--- src/rtl/chi_pkg.sv ---
package chi_pkg;
  // Control window offsets relative to the block base address
  localparam logic [7:0] OFS_STAT_LO = 8'h30;
  localparam logic [7:0] OFS_STAT_HI = 8'h31;
  localparam logic [7:0] OFS_PBANK   = 8'h34;
  localparam logic [7:0] OFS_CFG     = 8'h37;
  localparam logic [7:0] OFS_SBASE   = 8'h38;
  localparam logic [7:0] OFS_CLK     = 8'h39;
  localparam logic [7:0] OFS_MODE    = 8'h3A;
  localparam logic [7:0] OFS_VER     = 8'h3B;
  localparam logic [7:0] OFS_CB_LO   = 8'h3E;
  localparam logic [7:0] OFS_CB_HI   = 8'h3F;

  // Storage slots of the writable control bytes
  typedef enum logic [2:0] {
    CR_PBANK = 3'd0,
    CR_CFG   = 3'd1,
    CR_SBASE = 3'd2,
    CR_CLK   = 3'd3,
    CR_MODE  = 3'd4
  } ctrl_slot_e;
  localparam int NUM_CTRL = 5;

  // Bit positions the block behaviour depends on
  localparam int GO_BIT       = 5;
  localparam int IRQ_MASK_BIT = 7;
  localparam int MULT_BIT     = 5;
  localparam int RAM_OWN_BIT  = 3;
  localparam int ROM_OWN_BIT  = 4;
endpackage

--- src/rtl/chi_gpr_file.sv ---
module chi_gpr_file #(
  parameter int NUM  = 16,
  parameter int IDXW = $clog2(NUM)
) (
  input  logic            clk,
  input  logic            rst_n,
  input  logic            wr_en,
  input  logic [IDXW-1:0] wr_idx,
  input  logic            wr_hi,
  input  logic [7:0]      wr_data,
  input  logic [IDXW-1:0] rd_idx,
  input  logic            rd_hi,
  output logic [7:0]      rd_data,
  output logic [15:0]     last_q
);
  logic [15:0] gpr_q [NUM];

  for (genvar i = 0; i < NUM; i++) begin : g_reg
    logic        en;
    logic [15:0] d;
    logic [15:0] q;

    always_comb begin
      en = wr_en && (wr_idx == IDXW'(i));
      d  = q;
      if (wr_hi) d[15:8] = wr_data;
      else       d[7:0]  = wr_data;
    end

    always_ff @(posedge clk or negedge rst_n) begin
      if (!rst_n)  q <= '0;
      else if (en) q <= d;
    end

    assign gpr_q[i] = q;
  end

  logic [15:0] sel_word;
  always_comb begin
    sel_word = gpr_q[rd_idx];
    rd_data  = rd_hi ? sel_word[15:8] : sel_word[7:0];
  end

  assign last_q = gpr_q[NUM-1];
endmodule

--- src/rtl/chi_ctrl_regs.sv ---
module chi_ctrl_regs
  import chi_pkg::*;
#(
  parameter int N = NUM_CTRL
) (
  input  logic               clk,
  input  logic               rst_n,
  input  logic [N-1:0]       wsel,
  input  logic [7:0]         wdata,
  output logic [N-1:0][7:0]  q
);
  for (genvar i = 0; i < N; i++) begin : g_byte
    logic [7:0] d;
    logic [7:0] r;
    always_comb d = wsel[i] ? wdata : r;
    always_ff @(posedge clk or negedge rst_n) begin
      if (!rst_n) r <= '0;
      else        r <= d;
    end
    assign q[i] = r;
  end
endmodule

--- src/rtl/chi_run_ctrl.sv ---
module chi_run_ctrl (
  input  logic clk,
  input  logic rst_n,
  input  logic start_wr,
  input  logic go_wr,
  input  logic go_wbit,
  input  logic stat_rd,
  input  logic core_stop,
  output logic go_q,
  output logic irq_q,
  output logic start_q
);
  logic go_d, irq_d;

  always_comb begin
    go_d = go_q;
    if (start_wr)                 go_d = 1'b1;
    else if (go_wr && !go_wbit)   go_d = 1'b0;
    else if (core_stop)           go_d = 1'b0;

    irq_d = irq_q;
    if (core_stop && go_q)        irq_d = 1'b1;
    else if (stat_rd)             irq_d = 1'b0;
  end

  always_ff @(posedge clk or negedge rst_n) begin
    if (!rst_n) begin
      go_q    <= 1'b0;
      irq_q   <= 1'b0;
      start_q <= 1'b0;
    end else begin
      go_q    <= go_d;
      irq_q   <= irq_d;
      start_q <= start_wr;
    end
  end
endmodule

--- src/rtl/copro_host_if.sv ---
module copro_host_if
  import chi_pkg::*;
#(
  parameter int          NUM_GPR   = 16,
  parameter logic [15:0] BASE_ADDR = 16'h3000,
  parameter logic [7:0]  VERSION   = 8'h04
) (
  input  logic        clk,
  input  logic        rst_n,
  input  logic [15:0] host_addr,
  input  logic [7:0]  host_wdata,
  input  logic        host_wr,
  input  logic        host_rd,
  output logic [7:0]  host_rdata,
  input  logic        core_stop,
  input  logic [3:0]  core_flags,
  input  logic [11:0] core_cache_line,
  output logic        core_go,
  output logic        core_start,
  output logic [15:0] core_pc,
  output logic        host_irq,
  output logic        ram_to_core,
  output logic        rom_to_core,
  output logic        clk_double,
  output logic        mult_fast
);
  localparam int          IDXW      = $clog2(NUM_GPR);
  localparam logic [15:0] GPR_BYTES = 16'(2 * NUM_GPR);

  logic [15:0] off;
  logic        in_ctrl, in_gpr;
  logic [7:0]  ofs8;
  logic        gpr_wr, start_wr, go_wr, stat_rd;
  logic [NUM_CTRL-1:0] ctrl_wsel;
  logic [NUM_CTRL-1:0][7:0] ctrl_q;
  logic [7:0]  gpr_rdata;
  logic        go_q, irq_flag, start_q;

  // ---------------- decode ----------------
  always_comb begin
    off     = host_addr - BASE_ADDR;
    in_ctrl = (off[15:8] == 8'h00);
    ofs8    = off[7:0];
    in_gpr  = (off < GPR_BYTES);
    gpr_wr  = host_wr && in_gpr;
    start_wr = gpr_wr && off[0] && (off[IDXW:1] == IDXW'(NUM_GPR - 1));
    go_wr   = host_wr && in_ctrl && (ofs8 == OFS_STAT_LO);
    stat_rd = host_rd && in_ctrl && (ofs8 == OFS_STAT_HI);
    ctrl_wsel = '0;
    if (host_wr && in_ctrl) begin
      case (ofs8)
        OFS_PBANK: ctrl_wsel[CR_PBANK] = 1'b1;
        OFS_CFG:   ctrl_wsel[CR_CFG]   = 1'b1;
        OFS_SBASE: ctrl_wsel[CR_SBASE] = 1'b1;
        OFS_CLK:   ctrl_wsel[CR_CLK]   = 1'b1;
        OFS_MODE:  ctrl_wsel[CR_MODE]  = 1'b1;
        default:   ctrl_wsel = '0;
      endcase
    end
  end

  // ---------------- storage ----------------
  chi_gpr_file #(.NUM(NUM_GPR), .IDXW(IDXW)) u_gpr (
    .clk     (clk),
    .rst_n   (rst_n),
    .wr_en   (gpr_wr),
    .wr_idx  (off[IDXW:1]),
    .wr_hi   (off[0]),
    .wr_data (host_wdata),
    .rd_idx  (off[IDXW:1]),
    .rd_hi   (off[0]),
    .rd_data (gpr_rdata),
    .last_q  (core_pc)
  );

  chi_ctrl_regs #(.N(NUM_CTRL)) u_ctrl (
    .clk   (clk),
    .rst_n (rst_n),
    .wsel  (ctrl_wsel),
    .wdata (host_wdata),
    .q     (ctrl_q)
  );

  chi_run_ctrl u_run (
    .clk       (clk),
    .rst_n     (rst_n),
    .start_wr  (start_wr),
    .go_wr     (go_wr),
    .go_wbit   (host_wdata[GO_BIT]),
    .stat_rd   (stat_rd),
    .core_stop (core_stop),
    .go_q      (go_q),
    .irq_q     (irq_flag),
    .start_q   (start_q)
  );

  // ---------------- read mux ----------------
  always_comb begin
    host_rdata = 8'h00;
    if (in_gpr) begin
      host_rdata = gpr_rdata;
    end else if (in_ctrl) begin
      case (ofs8)
        OFS_STAT_LO: host_rdata = {2'b00, go_q, core_flags, 1'b0};
        OFS_STAT_HI: host_rdata = {irq_flag, 7'b0};
        OFS_PBANK:   host_rdata = ctrl_q[CR_PBANK];
        OFS_CFG:     host_rdata = ctrl_q[CR_CFG];
        OFS_SBASE:   host_rdata = ctrl_q[CR_SBASE];
        OFS_CLK:     host_rdata = ctrl_q[CR_CLK];
        OFS_MODE:    host_rdata = ctrl_q[CR_MODE];
        OFS_VER:     host_rdata = VERSION;
        OFS_CB_LO:   host_rdata = {core_cache_line[3:0], 4'h0};
        OFS_CB_HI:   host_rdata = core_cache_line[11:4];
        default:     host_rdata = 8'h00;
      endcase
    end
  end

  // ---------------- outputs ----------------
  assign core_go     = go_q;
  assign core_start  = start_q;
  assign host_irq    = irq_flag && !ctrl_q[CR_CFG][IRQ_MASK_BIT];
  assign ram_to_core = ctrl_q[CR_MODE][RAM_OWN_BIT];
  assign rom_to_core = ctrl_q[CR_MODE][ROM_OWN_BIT];
  assign clk_double  = ctrl_q[CR_CLK][0];
  assign mult_fast   = ctrl_q[CR_CFG][MULT_BIT];
endmodule

--- config.mk ---
export PLATFORM = sky130hd
export DESIGN_NAME = copro_host_if
export DESIGN_NICKNAME = d
export VERILOG_FILES = /design/src/rtl/chi_pkg.sv /design/src/rtl/chi_gpr_file.sv /design/src/rtl/chi_ctrl_regs.sv /design/src/rtl/chi_run_ctrl.sv /design/src/rtl/copro_host_if.sv
export SDC_FILE = /design/constraint.sdc
export NUM_CORES = 1
export LEC_CHECK = 0
export BUFFER_PORTS_ARGS = -buffer_cell sky130_fd_sc_hd__buf_2
export CORE_ASPECT_RATIO = 1.4
export CORE_MARGIN = 2
export CORE_UTILIZATION = 47
export DETAILED_ROUTE_END_ITERATION = 16
export PLACE_DENSITY = 0.7
export SLEW_MARGIN = 20
export SYNTH_ARGS = -nofsm -noshare
export SYNTH_HDL_FRONTEND = slang
export SYNTH_SLANG_ARGS = --single-unit
--- constraint.sdc ---
create_clock -name clk -period 4.25 [get_ports clk]
set_input_delay 0.2125 -clock clk [delete_from_list [all_inputs] [get_ports clk]]
set_output_delay 0.2125 -clock clk [all_outputs]
set_load 0.01 [all_outputs]
==> flow_summary_export.csv <==
group,metric,value,unit
status,outcome,"finished clean",
yosys,ys_types,58,
timing,finalHoldViolCount,0,
drt,drtPass1Iterations,5,
finish,mostFrequentLayoutCell,"dfrtp_1",
die,fp.dieArea,0.0318,mm^2
yosys,postSynthCellCount,990,
critical_path,end_kind,"output port",
timing,hold_slack,0.319,ns
clocking,htree_levels,1,
timing,fmax,0.322,GHz
yosys,synth_top_family_by_area,"multiplexers",
global_route,grt_pass1_wl,57000,um
critical_path,r2r_slack,2.92,ns
yosys,synth_top_area_cell,"dfrtp_1",
finish,layout.nets,1081,
finish,fillers,2472,
clocking,clkTransAtPathRegs,0.06,ns
clocking,cts_buffers,28,
clocking,cts_setup_buffers,0,
yosys,synth_top_area_share,52.4,%
critical_path,r2r-end,"u_run.irq_q$_DFFE_PN0P_",
clocking,clk_latency,0.55,ns
global_route,grt.overflow.total,0,
timing,slew_headroom,31.8,%
clocking,cts.sinks,299,
yosys,syn-num-nets,1035,
yosys,ys_seq_area_share,52.4,%
timing,layout_min_cycle_time,3.11,ns
clocking,holdBufCountCts,3,
yosys,synth_adder_area_share,0,%
critical_path,crit_fanout,28,
clocking,tritoncts,"done",
timing,finalSetupTns,0,ns
finish,synthToLayoutAreaGrowth,11.5,%
yosys,synth-simple-area-share,5.85,%
timing,grt_setup_unrepaired,"no",
drt,drtIter0Drc,553,
die,coreArea,0.0299,mm^2
yosys,syn-cell-area,0.0143,mm^2
place,gp_congestion,0.926,
timing,worst_pin_slew,1.02,ns
min_path,whs_path_depth,5,
die,die_x,151,um
critical_path,required,4.04,ns
pwr,p_leak,7.79,nW
timing,fin_crit_sh,73.1,%
drt,drc,0,
global_route,grt_pass1_vias,9307,
place,portBuffers,75,
timing,setup_violations,0,
yosys,ys_seq_elements,299,
critical_path,worstPathArrival,2.89,ns
critical_path,rr_worst_depth,2,
critical_path,rr_startpoint,"u_run.go_q$_DFFE_PN0P_",
die,row_count,75,
drt,ant_nets,0,
yosys,synth_area_leaders,"dfrtp_1 52%, mux2_2 23%, mux4_2 6.8%",
drt,wl_per_cell,25.7,um
die,fp.dieH,210,um
yosys,synth_compound_area_share,4.44,%
drt,viasPerCell,6.14,
finish,antenna-diode-count,0,
critical_path,path_class,"primary input to output port",
die,start_util,47.7,%
timing,drv_slew,0,
min_path,min_to,"u_run.go_q$_DFFE_PN0P_",
finish,fin_util,53.1,%
drt,finalWirelength,37100,um
yosys,synthMuxAreaShare,34.7,%
yosys,syn_area_per_cell,14.4,um^2
clocking,clock_path_buffers,3,
global_route,grt_max_degree,127,
critical_path,worstSetupStartpointType,"primary input",
drt,vias,8855,
pwr,peakVddDrop,219,uV
yosys,synth-main-ff-cell,"dfrtp_1",
yosys,synth-edff-count,0,
pwr,power.density,361,mW/mm^2
min_path,hp-class,"primary input to register",
die,num_io_pins,76,
min_path,min_from,"host_addr[11]",
timing,finalClockSkew,0.00208,ns
yosys,synth_xor_area_share,0,%
clocking,cts-resized-gates,0,
global_route,grt_usage,24.0,%
yosys,ys_warn_count,0,
global_route,antenna_found_initial,0,
place,hpwl,24100,um
yosys,async_flop_share,100,%
finish,drive_gt1_share,48.8,%
finish,layout_common_cells,"299 x dfrtp_1, 295 x mux2_2, 73 x buf_2",
clocking,cts_root_buf,"clkbuf_16",
job,max-cap-violations,0,
## cell type report
cell class | instances | area [um^2] | area share, %
well taps | 385 | 482 | 3.03
repair buffers | 93 | 547 | 3.44
clock inverters | 7 | 90.1 | 0.566
flip-flops and latches | 299 | 7480 | 47.0
multi-input cells | 608 | 6420 | 40.4
clock buffers | 45 | 866 | 5.44
inverters | 6 | 22.5 | 0.142
## Yosys cell counts, types with 7 or more instances
cell type / n
a211oi_1: 10
a22o_1: 8
a22oi_1: 8
buf_1: 14
buf_2: 18
clkbuf_1: 39
dfrtp_1: 299
mux2_2: 295
mux2i_1: 55
mux4_2: 43
nand2_1: 20
nor2_1: 17
nor2_2: 24
nor2b_1: 8
o21ai_0: 7
o221ai_1: 7
o22ai_1: 12
o32ai_1: 9
## metrics by stage
| step | setup WS (ns) | total power, W | cells | area, um^2 |
|---|---|---|---|---|
| 5_1_grt | 1.06 | 0.00592 | 1443 | 15900 |
| 6_report | 1.14 | 0.00574 | 1443 | 15900 |
| 3_5_place_dp | 1.10 | 0.00320 | 1388 | 14900 |
| 2_1_floorplan | 2.10 | 0.00306 | 990 | 14300 |
| 4_1_cts | 1.22 | 0.00578 | 1443 | 15900 |
| 3_3_place_gp | 1.16 | 0.00320 | 1388 | 14900 |
## flip-flops by register name (all words and copies together) (netlist names)
signal           flops
u_gpr.g.q          240
u_run.start_q        1
u_run.go_q           1
u_ctrl.g_byte.r     40
u_gpr.last_q        16
u_run.irq_q          1
## worst max-delay path: stages
cell and delay (ns):
buf_2 0.59, nor2b_1 0.41, nand2_1 0.34, o221ai_1 0.47, a211oi_1 0.15, o32ai_1 0.47
buf_2 0.21
## where the power goes
group	switching (W)	internal [W]
combinational	0.000226	0.0000792
clock	0.00108	0.00151
sequential	0.000000532	0.00285
total	0.00130	0.00444
## cell families (layout without fill, tap and decap cells)
logic type | count (synthesis) | after routing
mux | 401 | 401
flops | 299 | 299
simple gates | 124 | 124
compound gates | 83 | 83
buf+inv | 83 | 151
## routing by layer
layer	GRT usage [%]	part of all wire [%]	vias to the layer above
li1	-	-	3791
met1	30.4	40	4667
met2	40.2	50	307
met3	3.48	5.2	90
met4	11.8	5.2	0
met5	0	0	-
## how the worst max path moves through the flow
stage | to | start | cells past startpoint | slack [ns]
after global routing | host_rdata[4] | host_addr[1] | 8 | 1.06
after CTS | host_rdata[5] | host_addr[1] | 7 | 1.22
after floorplan | u_gpr.g_reg[13].q[0]$_DFFE_PN0P_ | host_addr[14] | 6 | 2.10
final | host_rdata[4] | host_addr[1] | 7 | 1.14
after detailed placement | u_gpr.g_reg[13].q[13]$_DFFE_PN0P_ | host_addr[6] | 6 | 1.10
after global placement | u_gpr.g_reg[1].q[12]$_DFFE_PN0P_ | host_addr[9] | 6 | 1.16
(Power assumes the default switching activity.)
